File: config.mk
export PLATFORM = sky130hd
export DESIGN_NAME = branch_unit
export DESIGN_NICKNAME = d
export VERILOG_FILES = /design/src/rtl/branch_pkg.sv /design/src/rtl/branch_decode.sv /design/src/rtl/branch_cond_eval.sv /design/src/rtl/branch_target.sv /design/src/rtl/branch_unit.sv
export SDC_FILE = /design/constraint.sdc
export NUM_CORES = 1
export LEC_CHECK = 0
export ABC_CLOCK_PERIOD_IN_PS = 900
export BUFFER_PORTS_ARGS = -buffer_cell sky130_fd_sc_hd__buf_4
export CAP_MARGIN = 40
export CORE_ASPECT_RATIO = 1.2
export CORE_MARGIN = 5
export CORE_UTILIZATION = 52
export DETAILED_ROUTE_END_ITERATION = 10
export PLACE_DENSITY_LB_ADDON = 0.2
export SLEW_MARGIN = 20
export SYNTH_ARGS = -nofsm -noshare
export SYNTH_HDL_FRONTEND = slang
export SYNTH_HIERARCHICAL = 1
export SYNTH_SLANG_ARGS = --single-unit
export TNS_END_PERCENT = 10
File: constraint.sdc
create_clock -name clk_i -period 0.9 [get_ports clk_i]
set_clock_uncertainty 0.1 [all_clocks]
set_input_delay 0 -clock clk_i [delete_from_list [all_inputs] [get_ports clk_i]]
set_output_delay 0 -clock clk_i [all_outputs]
set_load 0.1 [all_outputs]
File: src/rtl/branch_pkg.sv
package branch_pkg;
  localparam int ADDR_W   = 16;
  localparam int INSTR_W  = 16;
  localparam int COND_W   = 3;
  localparam int OFF_W    = 10;
  localparam int CLASS_W  = INSTR_W - COND_W - OFF_W;
  localparam int STEP     = 2;
  localparam logic [CLASS_W-1:0] JUMP_CLASS = 3'b001;

  localparam int FLAG_C = 0;
  localparam int FLAG_Z = 1;
  localparam int FLAG_N = 2;
  localparam int FLAG_V = 8;

  typedef enum logic [COND_W-1:0] {
    CND_NZ   = 3'd0,
    CND_Z    = 3'd1,
    CND_NC   = 3'd2,
    CND_C    = 3'd3,
    CND_NEG  = 3'd4,
    CND_GE   = 3'd5,
    CND_LT   = 3'd6,
    CND_ALW  = 3'd7
  } cond_e;

  typedef struct packed {
    logic c;
    logic z;
    logic n;
    logic v;
  } flags_t;
endpackage

File: src/rtl/branch_decode.sv
module branch_decode
  import branch_pkg::*;
(
  input  logic [INSTR_W-1:0] opcode_i,
  output logic               is_jump_o,
  output cond_e              cond_o,
  output logic [OFF_W-1:0]   off_o
);
  localparam int CLASS_LSB = COND_W + OFF_W;

  assign is_jump_o = (opcode_i[INSTR_W-1:CLASS_LSB] == JUMP_CLASS);
  assign cond_o    = cond_e'(opcode_i[CLASS_LSB-1:OFF_W]);
  assign off_o     = opcode_i[OFF_W-1:0];
endmodule

File: src/rtl/branch_cond_eval.sv
module branch_cond_eval
  import branch_pkg::*;
#(
  parameter int SR_W = 16
) (
  input  logic [SR_W-1:0] status_i,
  input  cond_e           cond_i,
  output logic            hit_o
);
  flags_t fl;
  assign fl = '{c: status_i[FLAG_C], z: status_i[FLAG_Z],
                n: status_i[FLAG_N], v: status_i[FLAG_V]};

  always_comb begin
    unique case (cond_i)
      CND_NZ:  hit_o = ~fl.z;
      CND_Z:   hit_o =  fl.z;
      CND_NC:  hit_o = ~fl.c;
      CND_C:   hit_o =  fl.c;
      CND_NEG: hit_o =  fl.n;
      CND_GE:  hit_o = ~(fl.n ^ fl.v);
      CND_LT:  hit_o =  (fl.n ^ fl.v);
      default: hit_o = 1'b1;
    endcase
  end
endmodule

File: src/rtl/branch_target.sv
module branch_target
  import branch_pkg::*;
(
  input  logic [ADDR_W-1:0] pc_i,
  input  logic [OFF_W-1:0]  off_i,
  input  logic              take_i,
  output logic [ADDR_W-1:0] next_pc_o
);
  localparam int EXT_W = ADDR_W - OFF_W;

  logic [ADDR_W-1:0] seq_pc, disp;

  assign seq_pc = pc_i + ADDR_W'(STEP);

  generate
    if (EXT_W > 0) begin : g_ext
      assign disp = {{(EXT_W-1){off_i[OFF_W-1]}}, off_i, 1'b0};
    end else begin : g_trunc
      assign disp = {off_i[ADDR_W-2:0], 1'b0};
    end
  endgenerate

  // wraps modulo 2^ADDR_W
  assign next_pc_o = take_i ? seq_pc + disp : seq_pc;
endmodule

File: src/rtl/branch_unit.sv
module branch_unit
  import branch_pkg::*;
(
  input  logic               clk_i,
  input  logic               rst_ni,
  input  logic               valid_i,
  input  logic [INSTR_W-1:0] opcode_i,
  input  logic [ADDR_W-1:0]  pc_i,
  input  logic [15:0]        status_i,
  output logic               valid_o,
  output logic               is_jump_o,
  output logic               taken_o,
  output logic [ADDR_W-1:0]  next_pc_o
);
  logic             dec_jump, cond_hit, take;
  cond_e            dec_cond;
  logic [OFF_W-1:0] dec_off;
  logic [ADDR_W-1:0] nxt;

  branch_decode u_dec (
    .opcode_i (opcode_i),
    .is_jump_o(dec_jump),
    .cond_o   (dec_cond),
    .off_o    (dec_off)
  );

  branch_cond_eval #(.SR_W(16)) u_cond (
    .status_i(status_i),
    .cond_i  (dec_cond),
    .hit_o   (cond_hit)
  );

  assign take = dec_jump & cond_hit;

  branch_target u_tgt (
    .pc_i     (pc_i),
    .off_i    (dec_off),
    .take_i   (take),
    .next_pc_o(nxt)
  );

  always_ff @(posedge clk_i or negedge rst_ni) begin
    if (!rst_ni) begin
      valid_o   <= 1'b0;
      is_jump_o <= 1'b0;
      taken_o   <= 1'b0;
      next_pc_o <= '0;
    end else begin
      valid_o <= valid_i;
      if (valid_i) begin
        is_jump_o <= dec_jump;
        taken_o   <= take;
        next_pc_o <= nxt;
      end
    end
  end


  valid_echo_chk: assert property (@(posedge clk_i) disable iff (!rst_ni)
    valid_i |=> valid_o);

  no_spurious_valid_chk: assert property (@(posedge clk_i) disable iff (!rst_ni)
    !valid_i |=> !valid_o);

  hold_chk: assert property (@(posedge clk_i) disable iff (!rst_ni)
    !valid_i |=> ($stable(next_pc_o) && $stable(taken_o) && $stable(is_jump_o)));

  jump_flag_chk: assert property (@(posedge clk_i) disable iff (!rst_ni)
    valid_i |=> (is_jump_o == ($past(opcode_i[15:13]) == 3'b001)));

  taken_needs_jump_chk: assert property (@(posedge clk_i) disable iff (!rst_ni)
    taken_o |-> is_jump_o);

  fallthrough_pc_chk: assert property (@(posedge clk_i) disable iff (!rst_ni)
    (valid_i && opcode_i[15:13] != 3'b001) |=>
      (next_pc_o == $past(pc_i) + 16'd2 && !taken_o));

  always_cond_chk: assert property (@(posedge clk_i) disable iff (!rst_ni)
    (valid_i && opcode_i[15:10] == 6'b001111) |=> taken_o);
endmodule

Yosys cells after proc, flatten, opt, wreduce, memory -nomap -nowiden
Index checks and enable logic that the tools add are counted.
Word-level totals
  flip-flop bits (word level): 19
  input bits: 51
  output and inout bits: 19
Cells by class
  $add $sub $neg: 2
  equal/unequal tests: 7
  mux-type cells: 2
  bitwise logic cells: 5
  reduce and logical (&&, ||, !) cells: 1
Operator list (count)
  $add A16 B16 Y16: 1
  $add A16 B2 Y16 const B: 1
  $mux W16: 1
  $eq A3 B3 Y1 const B: 3
  $pmux W1 S7: 1
  $eq A3 B1 Y1 const B: 2
  $eq A3 B2 Y1 const B: 2
  $logic_not A3 Y1: 1
  $not A1 Y1: 3
  $and A1 B1 Y1: 1
  $xor A1 B1 Y1: 1

Logic depth before layout (Yosys ltp)
  word-level depth: 5
  gate-level depth with buffers: 12
  depth with buffers taken out: 12

Cells and area by module
The synthesis kept the hierarchy.
Modules (own cells, without submodules)
  branch_target: instances 1, cells an instance 176, area each 1261.2 um2
  branch_unit: instances 1, cells an instance 40, area each 753.2 um2
  branch_decode: instances 1, cells an instance 14, area each 110.1 um2
  branch_cond_eval: instances 1, cells an instance 9, area each 77.6 um2

Least setup slack after synthesis
Ideal clock, no wire load.
  path kind: input to register
  start: input port pc_i[3]
  end: register next_pc_o[15]
  library setup time: 0.125 ns
  arrival time: 2.182 ns
  path slack: -1.507 ns
  stages on the path: 11
  path buffers: 1
  cells stage by stage: and4_1 -> nand3_1 -> xnor2_1 -> ha_1 -> clkbuf_1 -> a21oi_1 -> o21ai_1 -> a41o_1 -> o41a_1 -> o2bb2ai_1 -> mux2_2
Between the ends
  longest elaborated chain between the ends: 3
Ends and longest elaborated chain
  start: declaration: line branch_unit.sv:8  | input logic [ADDR_W-1:0] pc_i,
  $add A16 B2 Y16 *: line branch_target.sv:13  | assign seq_pc = pc_i + ADDR_W'(STEP);
  $add A16 B16 Y16: line branch_target.sv:24  | assign next_pc_o = take_i ? seq_pc + disp : seq_pc;
  $mux W16 *: line branch_target.sv:24
  net nxt[15]: line branch_unit.sv:18  | logic [ADDR_W-1:0] nxt;
  end signal: assignment: line branch_unit.sv:53  | next_pc_o <= nxt;
  end: declaration: line branch_unit.sv:13  | output logic [ADDR_W-1:0] next_pc_o
The timed path passes the listed nets; every way through them passes the cells marked *.
A chain may end at the register's enable or synchronous reset.

Worst setup path in the final report
  start: input port pc_i[6]
  end: register next_pc_o[12]
The elaborated chain is that of the path after synthesis.

==> flow_summary_export.csv <==
group,metric,value,unit
outcome,status,"finished, violations left",
outcome,violations,"negative setup slack",
min_path,hold_path.class,"in -> async",
die,die-width,69.4,um
synth,synth.ff_latch_count,19,
place,place.gp.congestion,0.878,
clock_tree,clk_path_buf_depth,2,
synth,synth_area_leader_cell,"dfrtp_1",
power_and_ir_drop,intPower,2.68,mW
clock_tree,root_buffer,"clkbuf_8",
global_routing,overflow,0,
power_and_ir_drop,p_sw,2.22,mW
layout,diodes,0,
global_routing,grt_pass1_vias,2495,
route,drtIter0Drc,208,
critical_path,required,0.95,ns
power_and_ir_drop,seq_power_share,22.4,%
clock_tree,path_clk_slew,0.08,ns
sta,period_needed,2.31,ns
synth,synth_top_area_share,21.6,%
route,route.detailed.drc,0,
route,drt_pass1_iterations,4,
sta,worst_slack,-1.41,ns
synth,ys.flop_type,"dfrtp_1",
synth,synth_cells,239,
power_and_ir_drop,p_leak,1.69,nW
die,ios,70,
place,dp_hpwl,4620,um
clock_tree,htreeDepth,1,
flow_run,maxCapViolCount,0,
critical_path,cp-end-kind,"flip-flop",
global_routing,grt_max_degree,28,
layout,instances_no_fill,406,
power_and_ir_drop,power_frac_clock,12.8,%
die,start_util,52.5,%
global_routing,gr-usage-met2,51.3,%
power_and_ir_drop,power.density,1310,mW/mm2
route,num_vias,2439,
critical_path,r2r-end,"taken_o",
clock_tree,cts-buffers-inserted,3,
critical_path,r2r_cells,1,
synth,synth_edf_count,0,
clock_tree,insertion_delay,0.26,ns
layout,n_fill_cell,175,
synth,async_reset_ff_share,100,%
global_routing,gr-usage-met1,23.4,%
sta,period_share,256,%
layout,syn2layout_area_growth,70.2,%
die,core-area,0.00420,mm2
critical_path,r2r_setup_slack,-0.08,ns
sta,slew_viol_final,0,
layout,layout-drive-gt1-share,59.4,%
global_routing,busiest_layer,"met2",
sta,tightest_slew,0.414,ns
sta,fmax,434,MHz
critical_path,worstSetupStartpointType,"input port",
power_and_ir_drop,vdd_drop_max,1.29,mV
die,fp.dieH,81.3,um
route,wl,8510,um
global_routing,grtUsageTotal,25.5,%
global_routing,antenna_found_initial,0,
sta,tns,-17.44,ns
route,wl_per_cell,21.0,um
sta,hold_viol,0,
layout,seq_area,477,um2
place,io_buffers,57,
sta,setup-violations-final,36,
layout,nNetsFinal,422,
clock_tree,cts_sinks,19,
global_routing,met3_usage,5.32,%
synth,ys_seq_area_share,21.6,%
layout,design_area,0.00375,mm2
global_routing,grt_pass1_wl,11500,um
sta,relSlewSlack,72.2,%
layout,multi_input_area,0.00191,mm2
critical_path,crit_fanout,4,
synth,avgSynthCellArea,9.21,um2
critical_path,criticalPathCategory,"in -> reg",
die,rows,26,
synth,ys_types,57,
synth,yosysWarningCount,6,
synth,synth.area.top_cells,"dfrtp_1 (22%), ha_1 (11%), mux2_4 (6.8%)",
synth,synth_nets,310,
sta,rsz0062_at_grt,"true",
clock_tree,cts_tree,"yes",
place,place_area,0.00306,mm2
synth,synth_area,0.00220,mm2
route,ant_nets,0,
route,drt-vias-per-instance,6.01,
critical_path,arrival,2.36,ns
die,die_area,0.00564,mm2
power_and_ir_drop,p_sw_share,45.3,%
place,numPlacedInstances,391,
critical_path,r2r_start,"taken_o",
power_and_ir_drop,combPwrFrac,64.8,%
==> sequential cells by signal, summed over array words and instances (netlist names) <==
name       count
is_jump_o      1
next_pc_o     16
taken_o        1
valid_o        1
==> cell families after synthesis <==
family                     after synthesis  share of synthesized area, %
and+or+nand+nor                         72                          18.8
buffers and inverters                   26                          7.90
adders and majority gates               20                          11.7
AOI/OAI and AO/OA                       55                          17.0
DFF                                     19                          21.6
xor gates and xnor gates                22                          8.75
muxes                                   25                          14.3
==> per-layer routing <==
| layer | share of wire [%] | vias to the layer above |
|---|---|---|
| met5 | 0 | - |
| met4 | 7.3 | 0 |
| met3 | 4.5 | 56 |
| met2 | 55 | 110 |
| met1 | 33 | 1188 |
| li1 | - | 1085 |
==> critical path, cell delays in order <==
cell and delay [ns]:
buf_4 0.11, and4_4 0.26, nand3_1 0.14, xnor2_2 0.19, ha_4 0.31, and2_4 0.18, nand3_1 0.11, a21oi_2 0.23
o211ai_1 0.21, nor2_1 0.23, nor3_1 0.10, mux2_4 0.27
==> cell usage in the layout (no fill, tap or decap), types with 2 or more instances in the layout <==
master         instances
xnor2_1                6
a21oi_2                8
buf_12                18
dlygate4sd3_1          3
buf_4                100
nand3_4                2
and3_1                 2
o21ai_2                2
and3b_1                2
nor2_2                 2
xor2_1                 5
nand2b_1               2
nor2_4                 2
inv_1                  6
mux2i_1                4
nand2_1               18
buf_6                  3
o21a_1                 3
dfrtp_1               18
xnor2_2                6
a21oi_1               14
a21o_1                 2
clkbuf_8               3
nand4_1                4
o21ai_1                3
a21boi_2               2
buf_8                  3
nor4b_1                2
xor2_2                 3
nor3_2                 2
ha_1                  11
nor2_1                11
nor3_1                 3
mux2_2                 9
o211ai_1               2
and2_4                 3
o21ai_0                3
mux2_4                12
nand3_1                4
ha_4                   7
==> power groups by stage <==
stage	clock network (mW)	logic, mW	registers [mW]
after floorplan	0	0.909	1.86
after global placement	0	2.44	1.04
after detailed placement	0	2.48	1.04
after CTS	0.617	2.90	1.09
after global routing	0.686	3.28	1.11
final	0.625	3.17	1.10
==> synth_stat cells (all sizes together) (3+ instances only) <==
cell	instances
nand3	7
and2	3
a21o	3
inv	6
mux2	21
o21a	3
xnor2	13
a21oi	22
buf	18
nor3	5
o21ai	8
ha	19
nand2	19
a21boi	3
xor2	9
dfrtp	19
nand4	5
mux2i	4
nor2	15
==> through the flow <==
step           hold WS (ns)  power, mW  setup WS, ns  util [%]
3_5_place_dp         -0.214       3.52         -1.67      73.0
5_1_grt              0.0390       5.08         -1.51      89.3
3_3_place_gp         -0.216       3.48         -1.61      73.0
6_report             0.0447       4.90         -1.41      89.3
2_1_floorplan        -0.396       2.77         -1.37         -
4_1_cts              0.0489       4.60         -1.32      84.8
==> how the worst max path moves through the flow <==
stage,start,end,slack [ns],depth (start not counted)
floorplan,pc_i[6],next_pc_o[14],-1.37,12
global placement,pc_i[1],next_pc_o[14],-1.61,13
detailed placement,pc_i[1],next_pc_o[14],-1.67,13
CTS,pc_i[2],next_pc_o[14],-1.32,13
global route,pc_i[6],next_pc_o[12],-1.51,12
finish,pc_i[6],next_pc_o[12],-1.41,12
==> area by class of cell <==
class	instances	share of cell area (%)
clock buffers	3	1.10
clock inverters	1	0.134
inverters	6	0.601
multi-input cells	194	51.0
flip-flops and latches	19	12.7
well taps	56	1.87
repair buffers	127	32.5
==> repair_timing <==
action / 4_1_cts / 5_1_grt
hold endpoints to repair: 21 / 0
hold buffers: 3 / 0
pin swaps: 19 / 11
endpoints found under the setup margin: 35 / 36
resized for setup: 88 / 30
setup buffers: 5 / 3
Note: power is estimated with default switching activity, not from simulation.
